$ cat src/rtl/tcmp_pkg.sv
package tcmp_pkg;

  localparam int unsigned DIR_W = 2;

  typedef enum logic [DIR_W-1:0] {
    DIR_AT_OR_BELOW = 2'd0,
    DIR_AT_OR_ABOVE = 2'd1,
    DIR_RSV_2       = 2'd2,
    DIR_RSV_3       = 2'd3
  } tcmp_dir_e;

endpackage

$ cat src/rtl/tcmp_rst_sync.sv
module tcmp_rst_sync #(
  parameter int unsigned STAGES = 2
) (
  input  logic clk,
  input  logic rst_n,
  output logic rst_sync_n
);

  logic [STAGES-1:0] chain_q;
  logic [STAGES-1:0] chain_nxt;

  always_comb begin
    chain_nxt = {chain_q[STAGES-2:0], 1'b1};
  end

  always_ff @(posedge clk or negedge rst_n) begin
    if (!rst_n) begin
      chain_q <= '0;
    end else begin
      chain_q <= chain_nxt;
    end
  end

  assign rst_sync_n = chain_q[STAGES-1];

endmodule

$ cat src/rtl/tcmp_cell.sv
module tcmp_cell
  import tcmp_pkg::*;
#(
  parameter int unsigned DW = 16
) (
  input  logic             clk,
  input  logic             rst_n,
  input  logic             smp_vld,
  input  logic [DW-1:0]    smp_data,
  input  logic [DW-1:0]    thr,
  input  logic [DIR_W-1:0] mode,
  input  logic             clr,
  output logic             live,
  output logic             flag
);

  logic      below_or_eq;
  logic      above_or_eq;
  logic      hit;
  tcmp_dir_e dir;
  logic      live_q, live_nxt, live_en;
  logic      flag_q, flag_nxt, flag_en;

  assign dir = tcmp_dir_e'(mode);

  always_comb begin
    below_or_eq = $signed(smp_data) <= $signed(thr);
    above_or_eq = $signed(smp_data) >= $signed(thr);
    unique case (dir)
      DIR_AT_OR_BELOW: hit = below_or_eq;
      DIR_AT_OR_ABOVE: hit = above_or_eq;
      default:         hit = 1'b0;
    endcase
  end

  // live status: load enable is the sample strobe
  always_comb begin
    live_en  = smp_vld;
    live_nxt = hit;
  end

  // sticky flag: a new match takes priority over a clear
  always_comb begin
    flag_en  = (smp_vld && hit) || clr;
    flag_nxt = smp_vld && hit;
  end

  always_ff @(posedge clk or negedge rst_n) begin
    if (!rst_n) begin
      live_q <= 1'b0;
    end else if (live_en) begin
      live_q <= live_nxt;
    end
  end

  always_ff @(posedge clk or negedge rst_n) begin
    if (!rst_n) begin
      flag_q <= 1'b0;
    end else if (flag_en) begin
      flag_q <= flag_nxt;
    end
  end

  assign live = live_q;
  assign flag = flag_q;

  p_hold_between_samples_r5: assert property (@(posedge clk) disable iff (!rst_n)
    !smp_vld |=> $stable(live_q));

  p_reserved_mode_no_match_r4: assert property (@(posedge clk) disable iff (!rst_n)
    (smp_vld && mode[1]) |=> (!live_q && $stable(flag_q)));

  p_flag_sticky_r6: assert property (@(posedge clk) disable iff (!rst_n)
    (flag_q && !clr) |=> flag_q);

  p_clear_idle_r7: assert property (@(posedge clk) disable iff (!rst_n)
    (clr && !smp_vld) |=> !flag_q);

  p_match_sets_r6: assert property (@(posedge clk) disable iff (!rst_n)
    (smp_vld && live_nxt) |=> (flag_q && live_q));

endmodule

$ cat src/rtl/tcmp_rdy_flag.sv
module tcmp_rdy_flag (
  input  logic clk,
  input  logic rst_n,
  input  logic smp_vld,
  input  logic rdy_clr,
  output logic data_rdy
);

  logic rdy_q, rdy_nxt, rdy_en;

  always_comb begin
    rdy_en  = smp_vld || rdy_clr;
    rdy_nxt = smp_vld;
  end

  always_ff @(posedge clk or negedge rst_n) begin
    if (!rst_n) begin
      rdy_q <= 1'b0;
    end else if (rdy_en) begin
      rdy_q <= rdy_nxt;
    end
  end

  assign data_rdy = rdy_q;

  p_rdy_on_sample_r9: assert property (@(posedge clk) disable iff (!rst_n)
    smp_vld |=> rdy_q);

  p_rdy_clear_r9: assert property (@(posedge clk) disable iff (!rst_n)
    (rdy_clr && !smp_vld) |=> !rdy_q);

endmodule

$ cat src/rtl/tcmp_irq_merge.sv
module tcmp_irq_merge #(
  parameter int unsigned N = 6
) (
  input  logic [N-1:0] flag,
  input  logic [N-1:0] irq_en,
  output logic         irq
);

  logic [N-1:0] armed;

  always_comb begin
    armed = flag & irq_en;
    irq   = |armed;
  end

endmodule

$ cat src/rtl/tcmp_bank.sv
module tcmp_bank
  import tcmp_pkg::*;
#(
  parameter int unsigned N  = 6,
  parameter int unsigned DW = 16
) (
  input  logic              clk,
  input  logic              rst_n,
  input  logic              smp_vld,
  input  logic [DW-1:0]     smp_data,
  input  logic [N*DW-1:0]   thr_bus,
  input  logic [N*DIR_W-1:0] mode_bus,
  input  logic [N-1:0]      irq_en,
  input  logic [N-1:0]      flag_clr,
  input  logic              rdy_clr,
  output logic [N-1:0]      live_stat,
  output logic [N-1:0]      flag,
  output logic              data_rdy,
  output logic              irq
);

  localparam int unsigned SYNC_STAGES = 2;

  logic rst_int_n;

  tcmp_rst_sync #(.STAGES(SYNC_STAGES)) u_rst (
    .clk        (clk),
    .rst_n      (rst_n),
    .rst_sync_n (rst_int_n)
  );

  for (genvar g = 0; g < N; g++) begin : g_cell
    tcmp_cell #(.DW(DW)) u_cell (
      .clk      (clk),
      .rst_n    (rst_int_n),
      .smp_vld  (smp_vld),
      .smp_data (smp_data),
      .thr      (thr_bus[g*DW +: DW]),
      .mode     (mode_bus[g*DIR_W +: DIR_W]),
      .clr      (flag_clr[g]),
      .live     (live_stat[g]),
      .flag     (flag[g])
    );
  end

  tcmp_rdy_flag u_rdy (
    .clk      (clk),
    .rst_n    (rst_int_n),
    .smp_vld  (smp_vld),
    .rdy_clr  (rdy_clr),
    .data_rdy (data_rdy)
  );

  tcmp_irq_merge #(.N(N)) u_irq (
    .flag   (flag),
    .irq_en (irq_en),
    .irq    (irq)
  );

  p_irq_needs_flag_r8: assert property (@(posedge clk) disable iff (!rst_int_n)
    irq |-> (|flag));

  p_irq_masked_r8: assert property (@(posedge clk) disable iff (!rst_int_n)
    (irq_en == '0) |-> !irq);

endmodule

$ cat config.mk
export PLATFORM = sky130hd
export DESIGN_NAME = tcmp_bank
export DESIGN_NICKNAME = d
export VERILOG_FILES = /design/src/rtl/tcmp_pkg.sv /design/src/rtl/tcmp_rst_sync.sv /design/src/rtl/tcmp_cell.sv /design/src/rtl/tcmp_rdy_flag.sv /design/src/rtl/tcmp_irq_merge.sv /design/src/rtl/tcmp_bank.sv
export SDC_FILE = /design/constraint.sdc
export NUM_CORES = 1
export LEC_CHECK = 0
export BUFFER_PORTS_ARGS = -buffer_cell sky130_fd_sc_hd__buf_2
export CORE_MARGIN = 3
export CORE_UTILIZATION = 30
export CTS_BUF_LIST = sky130_fd_sc_hd__clkbuf_16
export DETAILED_ROUTE_END_ITERATION = 6
export PLACE_DENSITY = 0.68
export SYNTH_ARGS = -nofsm -noshare
export SYNTH_HDL_FRONTEND = slang
export SYNTH_SLANG_ARGS = --single-unit
$ cat constraint.sdc
create_clock -name clk -period 0.85 [get_ports clk]
set_clock_uncertainty 0.2 [all_clocks]
set_input_delay 0.0425 -clock clk [delete_from_list [all_inputs] [get_ports clk]]
set_output_delay 0.0425 -clock clk [all_outputs]
set_load 0.02 [all_outputs]
==> summary.md <==
| Metric | Value |
|---|---|
| Drt total wl | `~13000 um` |
| Die area | `12510 um^2` |
| Pwr/cell area | `approximately 860 nW/um^2` |
| Ys Warns | `0` |
| Post-synthesis instance total | `roughly 450` |
| Post-synth EDFFs | `0` |
| Design Area, Final | `roughly 6200 um^2` |
| DRT iter0 DRCs | `between 150 and 200` |
| Vias/cell | `between 4 and 5` |
| Final setup fails | `27` |
| Distinct cells, synth | `36` |
| Ys flop type | `dfrtp_1` |
| Global router's overall resource usage | `between 20% and 30%` |
| Clock Tree Root | `clkbuf_16` |
| # IOs | `~150` |
| Antenna violations before repair | `0` |
| Grt total ovfl | `0` |
| GP Congestion | `a little under 0.9` |
| CTS Buffer Depth | `2` |
| # H-tree levels | `1` |
| CP Data Required Time | `about 0.77 ns` |
| CP endpoint kind | `flop` |
| Hold-fix buffers, CTS | `2` |
| Layout area overhead | `84.07%` |
| Die Width | `approximately 110 um` |
| Async SR Flop Fraction | `100.0%` |
| Synth area leader | `ha_1` |
| IO Port Bufs | `153` |
| Die height | `111.9 um` |
| Post-route ant nets | `0` |
| Failing checks | `negative hold slack, negative setup slack` |
| Total clock buffers created by CTS | `3` |
| Mean Syn Cell Area | `7.488 um^2` |
| Final worst path period share | `193.8%` |
| Flops & latches, synth | `15` |
| Setup WS post-layout | `-0.7973 ns` |
| Wirelength per Cell | `around 16 um` |
| Final hold vios | `24` |
| Ratio of cells with drive above 1 in the final layout | `~55%` |
| Post-synthesis sequential area ratio | `between 10 and 15%` |
| Hold/Removal Path Class | `in -> reg` |
| Worst-path fanout max | `3` |
| Core ar. | `~11000 um^2` |
| Clock latency at the later pin of the worst-skew pair | `around 0.24 ns` |
| Leakage | `between 3 and 4 nW` |
| Top cells by area, synth | `ha_1 (36%), dfrtp_1 (11%), inv_1 (11%)` |
| DRT Pass-1 Iters | `4` |
| Minimum clock period | `around 1.6 ns` |
| Detailed-route DRC error count | `0` |
| CP arrival | `~1.6 ns` |
| Placed Area | `approximately 5100 um^2` |
| Max-cap violations | `0` |
| DR vias | `a little under 4k` |
| CTS Sinks | `15` |
| Slew Viols, Final | `0` |
| Dpl hpwl | `around 11000 um` |
| Top cell type's share of synthesized area | `about 36%` |
| Setup CP Type | `in -> reg` |
| RSZ-0062 raised after global routing | `true` |
| First-pass GRT wire length | `20720 um` |
| Synthesized area | `between 3000 and 4000 um^2` |
| Peak supply drop | `1.122 mV` |
| Syn nets | `685` |
| Max Freq | `~0.61 GHz` |
| Place WS | `-1.156 ns` |
| Fin Hold WS | `-0.1241 ns` |
| Largest net degree at the start of global routing | `14` |
| Status | `finished with violations` |
| CTS tree | `yes` |
| Initial Util | `~30%` |
| Final Net Count | `900` |
| Antenna cells | `0` |
| Worst setup SP type | `input port` |
| Vias in the first global route | `about 4.3k` |
| Rows | `38` |
| Worst-path clk slew | `0.05 ns` |
## placed cells by master, fill, tap and decap left out, types with 18 or more instances in the layout
cell type | synthesis | routed
a21oi_1 | 43 | 34
buf_2 | 0 | 110
buf_4 | 12 | 55
buf_6 | 0 | 49
ha_1 | 96 | 39
ha_4 | 0 | 56
inv_1 | 99 | 69
nand2_1 | 25 | 21
nand4_1 | 18 | 18
## path summary, 6_finish.rpt
kind / start / end / slack [ns] / cells past startpoint
min in group asynchronous: rst_n / u_rst.chain_q[1] / -0.08 / 2
max in group asynchronous: u_rst.chain_q[1] / u_rdy.data_rdy / 0.29 / 1
max: smp_data[7] / g_cell[3].u_cell.live / -0.80 / 8
min: rdy_clr / u_rdy.data_rdy / -0.12 / 3
max reg2reg: g_cell[1].u_cell.flag / g_cell[1].u_cell.flag / -0.38 / 5
min reg2reg: u_rst.chain_q[1] / g_cell[1].u_cell.flag / -0.03 / 1
## repair_timing
action	CTS	global route
endpoints found under the hold margin	24	10
cloned	0	0
pin swaps	56	21
resized for setup	143	39
setup buffers	12	7
setup endpoints to repair	27	27
## through the flow
| step | std cells | total power [mW] | hold slack [ns] | TNS [ns] | util, % |
|---|---|---|---|---|---|
| 2_1_floorplan | 449 | 2.479 | -0.4531 | -7.338 | - |
| 3_3_place_gp | 781 | 3.506 | -0.3716 | -12.66 | 46.52 |
| 3_5_place_dp | 781 | 3.595 | -0.3705 | -13.13 | 46.52 |
| 4_1_cts | 799 | 5.150 | -0.1324 | -12.07 | 55.01 |
| 5_1_grt | 803 | 5.727 | -0.09647 | -13.79 | 56.84 |
| 6_report | 803 | 5.340 | -0.1241 | -12.36 | 56.84 |
## critical path: stages
cell and delay (ns):
buf_8 0.11, ha_4 0.26, nand4_1 0.22, a211oi_2 0.25
o31ai_2 0.10, and3_4 0.19, o311ai_4 0.28, o21ai_1 0.10
## cell type report
type                       instances  area, um^2
clock buffer                       3       75.07
timing repair buffer             223        1665
multi-input combinational        322        3433
sequential                        15       376.6
inverter                          99       457.9
clock inverter                     1       5.005
fill                             977        4700
tap                              140       175.2
## flip-flops by register name (all words and copies together) (netlist names)
| name | count |
|---|---|
| g_cell.u_cell.live | 6 |
| u_rdy.data_rdy | 1 |
| g_cell.u_cell.flag | 6 |
| u_rst.chain_q | 2 |
## logic make-up after synthesis
kind of cell,after synthesis,share of synthesized area (%)
simple gates,121,20.25
flops,15,11.16
compound gates,95,16.56
buf+inv,112,13.84
xor+xnor,9,2.344
fa+ha+maj,96,35.73
other cells,1,0.1115
## cells in the mapped netlist, types with 3 or more instances
cell      number
a21o_1         5
a21oi_1       43
a22oi_1        3
buf_4         12
dfrtp_1       15
ha_1          96
inv_1         99
nand2_1       25
nand2b_1      13
nand3_1       18
nand4_1       18
nand4_2        4
nor2_1        19
nor2b_1        7
nor3_1         4
nor4_2         3
o21ai_0       14
o21ai_1       13
o31ai_1        6
xnor2_1        5
xor2_1         4
## per-layer routing
metal | global-route usage [%] | up-vias | share of wire (%)
li1 | - | 1967 | -
met1 | 24.90 | 1802 | 42
met2 | 38.29 | 131 | 51
met3 | 3.370 | 17 | 5.3
met4 | 3.487 | 0 | 1.6
met5 | 0 | - | 0
## report_power, final
group	internal, mW	total [mW]	switching (mW)
Sequential	0.823	0.920	0.0966
Combinational	1.85	3.49	1.65
Clock	0.629	0.927	0.298
Total	3.30	5.34	2.04
(Power assumes the default switching activity.)
